### src/rtl/xmix_pkg.sv
// Shared constants and types for the stereo cross-mix block.
// Assumes four mixing paths indexed as listed below; the index order
// matches the write-select encoding seen at the block's port.
package xmix_pkg;
    localparam int ATT_W   = 8;    // attenuation setting width
    localparam int FRAC_W  = 15;   // fractional bits of a coefficient
    localparam int COEF_W  = FRAC_W + 1; // unsigned coefficient, unity = 2**FRAC_W
    localparam int N_PATH  = 4;
    localparam int SEL_W   = $clog2(N_PATH);
    localparam int MUTE_AT = 96;   // first setting that gives zero gain
    localparam int STEPS   = 6;    // dB steps per halving of the gain

    // Path indices (also the write-select codes)
    localparam int P_LL = 0;   // left input onto left output
    localparam int P_RR = 1;   // right input onto right output
    localparam int P_LR = 2;   // left input onto right output
    localparam int P_RL = 3;   // right input onto left output

    typedef logic [ATT_W-1:0]  att_t;
    typedef logic [COEF_W-1:0] coef_t;

    // Coefficient for 0..5 dB, unity at 2**FRAC_W
    function automatic coef_t step_coef(input logic [2:0] idx);
        case (idx)
            3'd0:    return coef_t'(32768);
            3'd1:    return coef_t'(29205);
            3'd2:    return coef_t'(26029);
            3'd3:    return coef_t'(23198);
            3'd4:    return coef_t'(20675);
            default: return coef_t'(18427);
        endcase
    endfunction
endpackage

### src/rtl/xmix_regs.sv
// Attenuation setting storage for the four mixing paths.
// Assumes one write per cycle at most; direct paths reset to full level,
// cross paths reset to muted.
module xmix_regs
    import xmix_pkg::*;
(
    input  logic                          clk,
    input  logic                          rst_n,
    input  logic                          we,
    input  logic [SEL_W-1:0]              sel,
    input  att_t                          wdata,
    output logic [N_PATH-1:0][ATT_W-1:0]  att_q
);
    localparam att_t DIRECT_RST = '0;
    localparam att_t CROSS_RST  = '1;

    for (genvar p = 0; p < N_PATH; p++) begin : g_reg
        localparam att_t RST_VAL = (p == P_LL || p == P_RR) ? DIRECT_RST : CROSS_RST;

        // Hold one path's setting; load it when selected by a write
        always_ff @(posedge clk) begin
            if (!rst_n)
                att_q[p] <= RST_VAL;
            else if (we && sel == SEL_W'(p))
                att_q[p] <= wdata;
        end
    end
endmodule

### src/rtl/xmix_gain_lut.sv
// Converts a dB-step attenuation setting into a linear coefficient.
// Assumes settings at or above MUTE_AT mean silence; below it the gain
// halves every STEPS settings, with a six-entry table for the remainder.
module xmix_gain_lut
    import xmix_pkg::*;
(
    input  att_t  att,
    output coef_t coef
);
    logic [2:0]       rem;
    logic [ATT_W-1:0] shift;

    // Split the setting into a table index and a halving count, then scale
    always_comb begin
        rem   = 3'(att % ATT_W'(STEPS));
        shift = att / ATT_W'(STEPS);
        if (att >= ATT_W'(MUTE_AT))
            coef = '0;
        else
            coef = step_coef(rem) >> shift;
    end
endmodule

### src/rtl/xmix_scale.sv
// One attenuator path: multiplies a signed sample by an unsigned
// coefficient, floors away the fractional bits and registers the term.
// Assumes the coefficient never exceeds unity, so the term fits DATA_W.
module xmix_scale
    import xmix_pkg::*;
#(
    parameter int DATA_W = 24
) (
    input  logic                     clk,
    input  logic                     rst_n,
    input  logic                     en,
    input  logic signed [DATA_W-1:0] sample,
    input  coef_t                    coef,
    output logic signed [DATA_W-1:0] term
);
    localparam int FULL_W = DATA_W + COEF_W + 1;

    logic signed [FULL_W-1:0] full;

    // Exact product with the coefficient treated as non-negative
    always_comb begin
        full = FULL_W'(sample) * $signed({1'b0, coef});
    end

    // Register the floored term when a sample is accepted
    always_ff @(posedge clk) begin
        if (!rst_n)
            term <= '0;
        else if (en)
            term <= DATA_W'(full >>> FRAC_W);
    end
endmodule

### src/rtl/xmix_combine.sv
// Adds two scaled terms for one output and clips to the signed range.
// Assumes both terms are already DATA_W wide; output holds between pairs.
module xmix_combine #(
    parameter int DATA_W = 24
) (
    input  logic                     clk,
    input  logic                     rst_n,
    input  logic                     en,
    input  logic signed [DATA_W-1:0] a,
    input  logic signed [DATA_W-1:0] b,
    output logic signed [DATA_W-1:0] y
);
    localparam logic signed [DATA_W-1:0] POS_MAX = {1'b0, {(DATA_W-1){1'b1}}};
    localparam logic signed [DATA_W-1:0] NEG_MAX = {1'b1, {(DATA_W-1){1'b0}}};

    logic signed [DATA_W:0]   sum;
    logic signed [DATA_W-1:0] clipped;

    // Widen by one bit, add, and clip when the top two bits disagree
    always_comb begin
        sum = {a[DATA_W-1], a} + {b[DATA_W-1], b};
        if (sum[DATA_W] != sum[DATA_W-1])
            clipped = sum[DATA_W] ? NEG_MAX : POS_MAX;
        else
            clipped = sum[DATA_W-1:0];
    end

    // Register the clipped sum on a valid term pair
    always_ff @(posedge clk) begin
        if (!rst_n)
            y <= '0;
        else if (en)
            y <= clipped;
    end
endmodule

### src/rtl/stereo_xmix.sv
// Stereo volume and cross-mix butterfly, top level.
// Stage 1 samples the inputs with coefficients looked up from the current
// settings (the snapshot that keeps a pair consistent); stage 2 sums and
// clips. Assumes the input strobe marks one pair per high cycle.
module stereo_xmix
    import xmix_pkg::*;
#(
    parameter int DATA_W = 24
) (
    input  logic                     clk,
    input  logic                     rst_n,
    input  logic                     in_valid,
    input  logic signed [DATA_W-1:0] in_left,
    input  logic signed [DATA_W-1:0] in_right,
    input  logic                     cfg_we,
    input  logic [SEL_W-1:0]         cfg_sel,
    input  logic [ATT_W-1:0]         cfg_data,
    output logic                     out_valid,
    output logic signed [DATA_W-1:0] out_left,
    output logic signed [DATA_W-1:0] out_right
);
    logic [N_PATH-1:0][ATT_W-1:0]  att_q;
    coef_t                         coef   [N_PATH];
    logic signed [DATA_W-1:0]      term   [N_PATH];
    logic                          s1_valid;

    xmix_regs u_regs (
        .clk   (clk),
        .rst_n (rst_n),
        .we    (cfg_we),
        .sel   (cfg_sel),
        .wdata (cfg_data),
        .att_q (att_q)
    );

    // Even paths take the left input, odd paths the right
    for (genvar p = 0; p < N_PATH; p++) begin : g_path
        xmix_gain_lut u_lut (
            .att  (att_q[p]),
            .coef (coef[p])
        );

        xmix_scale #(.DATA_W(DATA_W)) u_scale (
            .clk    (clk),
            .rst_n  (rst_n),
            .en     (in_valid),
            .sample ((p % 2 == 0) ? in_left : in_right),
            .coef   (coef[p]),
            .term   (term[p])
        );
    end

    xmix_combine #(.DATA_W(DATA_W)) u_left (
        .clk   (clk),
        .rst_n (rst_n),
        .en    (s1_valid),
        .a     (term[P_LL]),
        .b     (term[P_RL]),
        .y     (out_left)
    );

    xmix_combine #(.DATA_W(DATA_W)) u_right (
        .clk   (clk),
        .rst_n (rst_n),
        .en    (s1_valid),
        .a     (term[P_RR]),
        .b     (term[P_LR]),
        .y     (out_right)
    );

    // Carry the strobe alongside the two data stages
    always_ff @(posedge clk) begin
        if (!rst_n) begin
            s1_valid  <= 1'b0;
            out_valid <= 1'b0;
        end else begin
            s1_valid  <= in_valid;
            out_valid <= s1_valid;
        end
    end
endmodule

### config.mk
export PLATFORM = sky130hd
export DESIGN_NAME = stereo_xmix
export DESIGN_NICKNAME = d
export VERILOG_FILES = /design/src/rtl/xmix_pkg.sv /design/src/rtl/xmix_regs.sv /design/src/rtl/xmix_gain_lut.sv /design/src/rtl/xmix_scale.sv /design/src/rtl/xmix_combine.sv /design/src/rtl/stereo_xmix.sv
export SDC_FILE = /design/constraint.sdc
export NUM_CORES = 2
export LEC_CHECK = 0
export BUFFER_PORTS_ARGS = -buffer_cell sky130_fd_sc_hd__buf_2
export CAP_MARGIN = 40
export CORE_MARGIN = 8
export CORE_UTILIZATION = 60
export DETAILED_ROUTE_END_ITERATION = 7
export HOLD_SLACK_MARGIN = 0.05
export MAX_ROUTING_LAYER = met4
export PLACE_DENSITY = 0.77
export SETUP_SLACK_MARGIN = 0.3
export SLEW_MARGIN = 20
export SYNTH_ARGS = -nofsm -noshare
export SYNTH_HDL_FRONTEND = slang
export SYNTH_SLANG_ARGS = --single-unit
### constraint.sdc
create_clock -name clk -period 14.2 [get_ports clk]
set_clock_uncertainty 0.2 [all_clocks]
set_input_delay 4.26 -clock clk [delete_from_list [all_inputs] [get_ports clk]]
set_output_delay 4.26 -clock clk [all_outputs]
set_load 0.05 [all_outputs]
==> impl_metrics.json <==
{
  "rows": 122,
  "ys_seq_area_share_pct": 5.35,
  "clock.fmax_mhz": 87.5,
  "layout_commonest_cell": "inv_1",
  "combinational_family_with_the_most_area_after_synthesis": "adder cells",
  "synthesis.yosys.warnings": 0,
  "place_inst": 9015,
  "worstPathMaxFanout": 26,
  "synth_simple_gate_area_share_pct": 17.1,
  "slew_worst_pin_ns": 0.887,
  "cts_htree_levels": 4,
  "cts_num_sinks": 178,
  "filler_cell_count": 9283,
  "timing.critical_path.arrival_ns": 11.56,
  "place_congestion": 0.928,
  "cts_repair_resize_count": 0,
  "drt_iter0_markers": 4125,
  "num-nets-final": 9493,
  "dp.final_hpwl_um": 136000,
  "die_area_um2": 122000,
  "worst-setup-path-type": "in2reg",
  "synth_edf_count": 0,
  "parity_gate_share_of_the_synthesized_area_counting_xor_and_xnor_cells_pct": 2.51,
  "initial_core_util_pct": 60.4,
  "synth_fa_ha_area_share_pct": 52.3,
  "grt_pass1_wl_um": 295000,
  "power.density_cell_area_nw_per_um2": 176,
  "top_level_ports": 111,
  "postCtsHoldBufs": 0,
  "timing.critical_path.cells": "buf_2, clkinv_1, nor3_1, inv_1, fa_1, inv_1, fa_1, fa_1, fa_1, fa_1, inv_1, fa_1, inv_1, ha_1, a21o_1, a21o_1, a21oi_1, nor2_1, a21oi_1, o311ai_2, o31ai_1, xnor2_1, o21ai_0",
  "slowest_stage": "fa_1",
  "detail_route.wl_per_cell_um": 19.4,
  "setup_total_negative_slack_ns": 0,
  "end_kind": "flop",
  "run_status": "complete, no violations",
  "cts_tree": "yes",
  "maximum_capacitance_violations": 0,
  "timing.critical_path.required_ns": 14.33,
  "mux_share_of_post_synthesis_cell_area_pct": 1.41,
  "route.vias.total": 51900,
  "pin_count_of_the_biggest_net_entering_global_routing": 93,
  "grt-ovfl-total": 0,
  "worst_hold_slack_ns": 0.267,
  "post_cts_setup_buffer_count": 0,
  "yosysUniqueCellTypes": 120,
  "peakVddDrop_v": 0.000304,
  "final-setup-viol-count": 0,
  "route.detailed.drc": 0,
  "core_area_um2": 110000,
  "layout_worst_path_cycle_share_pct": 80.5,
  "final_hold_viols": 0,
  "synth_async_sr_flop_share_pct": 0,
  "via_count_of_the_first_global_routing_pass": 56500,
  "rsz0062_at_grt": "false",
  "hold_path_class": "reg2reg",
  "number_of_iterations_in_the_first_detailed_routing_pass": 7,
  "numPortBuffers": 110,
  "post-place-ws_ns": 2.35,
  "critPathLaunchType": "primary input",
  "clock-root-buffer": "clkbuf_16",
  "postSynthAreaPerCell_um2": 8.60,
  "cts_buffer_depth": 2,
  "layout.cells.non_filler": 9062,
  "setup_slack_ns": 2.77,
  "synth_top_flop_cell": "dfxtp_1",
  "grt_usage_pct": 30.9,
  "totalWireLength_um": 176000,
  "timing.max_slew.rel_slack_pct": 40.8,
  "chipWidth_um": 349,
  "areaGrowthSynthToFinish_pct": 3.36,
  "cpPeakStageDelay_ns": 0.91,
  "clk_pin_slew_ns": 0.08,
  "synth-compound-area-share_pct": 8.33,
  "netlist_instances": 7748,
  "die_y_um": 349,
  "ant_nets": 0,
  "route.detailed.vias_per_inst": 5.73,
  "synthesis.area_um2": 66600,
  "number_of_antenna_violations_at_the_first_check_in_global_routing": 5,
  "ys_seq_elements": 178,
  "path_common_cell": "fa_1",
  "drive_gt1_share_pct": 4.74,
  "drv_slew": 0,
  "synth_nets": 9688,
  "layout_common_cells": "1806 x inv_1, 1454 x fa_1, 1029 x nand2_1",
  "cts_buffers": 17,
  "power_leakage_nw": 35.4,
  "post-route-min-period_ns": 11.43,
  "clock_latency_ns": 0.46
}
==> worst paths after layout <==
path,to,slack (ns),cells after the start,startpoint
worst min-delay path,g_path[2].u_scale.term[21],0.27,2,g_path[2].u_scale.term[21]
worst max register to register,g_path[1].u_scale.term[23],3.11,31,u_regs.att_q[15]
worst max-delay path,g_path[3].u_scale.term[23],2.77,23,in_right[23]
worst min register to register,g_path[2].u_scale.term[21],0.27,2,g_path[2].u_scale.term[21]
==> power by group <==
part           internal (mW)  switching (mW)  leakage (nW)
registers              0.592          0.0655          1.46
clock network          0.242           0.263         0.300
logic                   4.23            6.71          33.6
==> through the flow <==
step | instance area, µm² | total power, mW | utilization, %
floorplan | 66600 | 8.13 | -
global placement | 67900 | 11.0 | 61.5
detailed placement | 68200 | 11.5 | 61.8
CTS | 68800 | 12.1 | 62.3
global route | 68900 | 13.5 | 62.4
finish | 68900 | 12.1 | 62.4
==> cell type report <==
type                       count  area (µm²)  share of cell area [%]
clock inverter                15         191                   0.278
multi-input combinational   5325       54500                    79.1
clock buffer                  17         425                   0.618
inverter                    1811        6800                    9.87
antenna                        8        20.0                  0.0291
sequential                   178        3560                    5.18
timing repair buffer         220        1520                    2.21
tap                         1488        1860                    2.70
==> worst max-delay path: cells and delay by family <==
kind                       cells  cell delay [ns]
and+or+nand+nor                2             0.53
adders and majority gates      7             4.07
buffers and inverters          6             1.21
AOI/OAI and AO/OA              7             1.29
xor gates and xnor gates       1             0.16
==> routing by layer <==
| layer | global-route usage (%) | vias to the layer above | share of wire [%] |
|---|---|---|---|
| li1 | - | 23000 | - |
| met1 | 38.1 | 26100 | 39 |
| met2 | 50.9 | 2284 | 49 |
| met3 | 4.10 | 531 | 7.5 |
| met4 | 14.1 | 0 | 5.3 |
| met5 | - | - | 0 |
==> synthesized netlist by cell type, types with 9 or more instances <==
| master | n | area share (%) |
|---|---|---|
| nor3b_1 | 13 | 0.15 |
| nor2b_1 | 142 | 1.3 |
| nand3b_1 | 9 | 0.10 |
| dfxtp_1 | 178 | 5.3 |
| a31oi_1 | 25 | 0.23 |
| nor2_1 | 158 | 0.89 |
| o21ai_0 | 186 | 1.4 |
| and3_1 | 141 | 1.3 |
| o31ai_1 | 20 | 0.23 |
| buf_2 | 93 | 0.70 |
| o21bai_1 | 16 | 0.18 |
| a32oi_1 | 9 | 0.12 |
| mux2i_1 | 74 | 1.1 |
| a21o_1 | 59 | 0.66 |
| buf_4 | 17 | 0.19 |
| nor3_1 | 66 | 0.50 |
| mux2_2 | 12 | 0.20 |
| a211o_1 | 11 | 0.14 |
| or3_1 | 11 | 0.10 |
| o221ai_1 | 10 | 0.13 |
| ha_1 | 424 | 8.0 |
| xor2_1 | 75 | 0.99 |
| buf_6 | 9 | 0.15 |
| a211oi_1 | 29 | 0.33 |
| inv_1 | 1806 | 10 |
| nand4_1 | 13 | 0.12 |
| o211a_1 | 11 | 0.17 |
| and2_1 | 509 | 4.8 |
| a22oi_1 | 10 | 0.11 |
| xnor2_1 | 114 | 1.5 |
| clkbuf_1 | 303 | 1.7 |
| nand3_1 | 79 | 0.59 |
| o21ai_1 | 23 | 0.17 |
| maj3_1 | 46 | 0.69 |
| a21oi_1 | 224 | 1.7 |
| o211ai_1 | 41 | 0.46 |
| a221oi_1 | 10 | 0.13 |
| nor4_1 | 12 | 0.11 |
| buf_1 | 12 | 0.068 |
| fa_1 | 1454 | 44 |
| or2_2 | 9 | 0.084 |
| o21a_1 | 26 | 0.29 |
| nand2b_1 | 31 | 0.29 |
| nand2_1 | 1029 | 5.8 |
| o22ai_1 | 16 | 0.15 |
==> cell families (layout without fill, tap and decap cells) <==
| kind of cell | Yosys count | in the layout |
|---|---|---|
| buf+inv | 2245 | 2063 |
| compound gates | 842 | 842 |
| fa+ha+maj | 1924 | 1924 |
| other cells | 0 | 8 |
| mux | 90 | 90 |
| flops | 178 | 178 |
| xor+xnor | 190 | 190 |
| simple gates | 2279 | 2279 |
==> registers in the layout (all words and copies together), names as in the netlist <==
signal               count
u_regs.att_q            32
g_path.u_scale.term     96
s1_valid                 1
u_right.y               24
out_valid                1
u_left.y                24
Power figures use the tool's default switching activity.
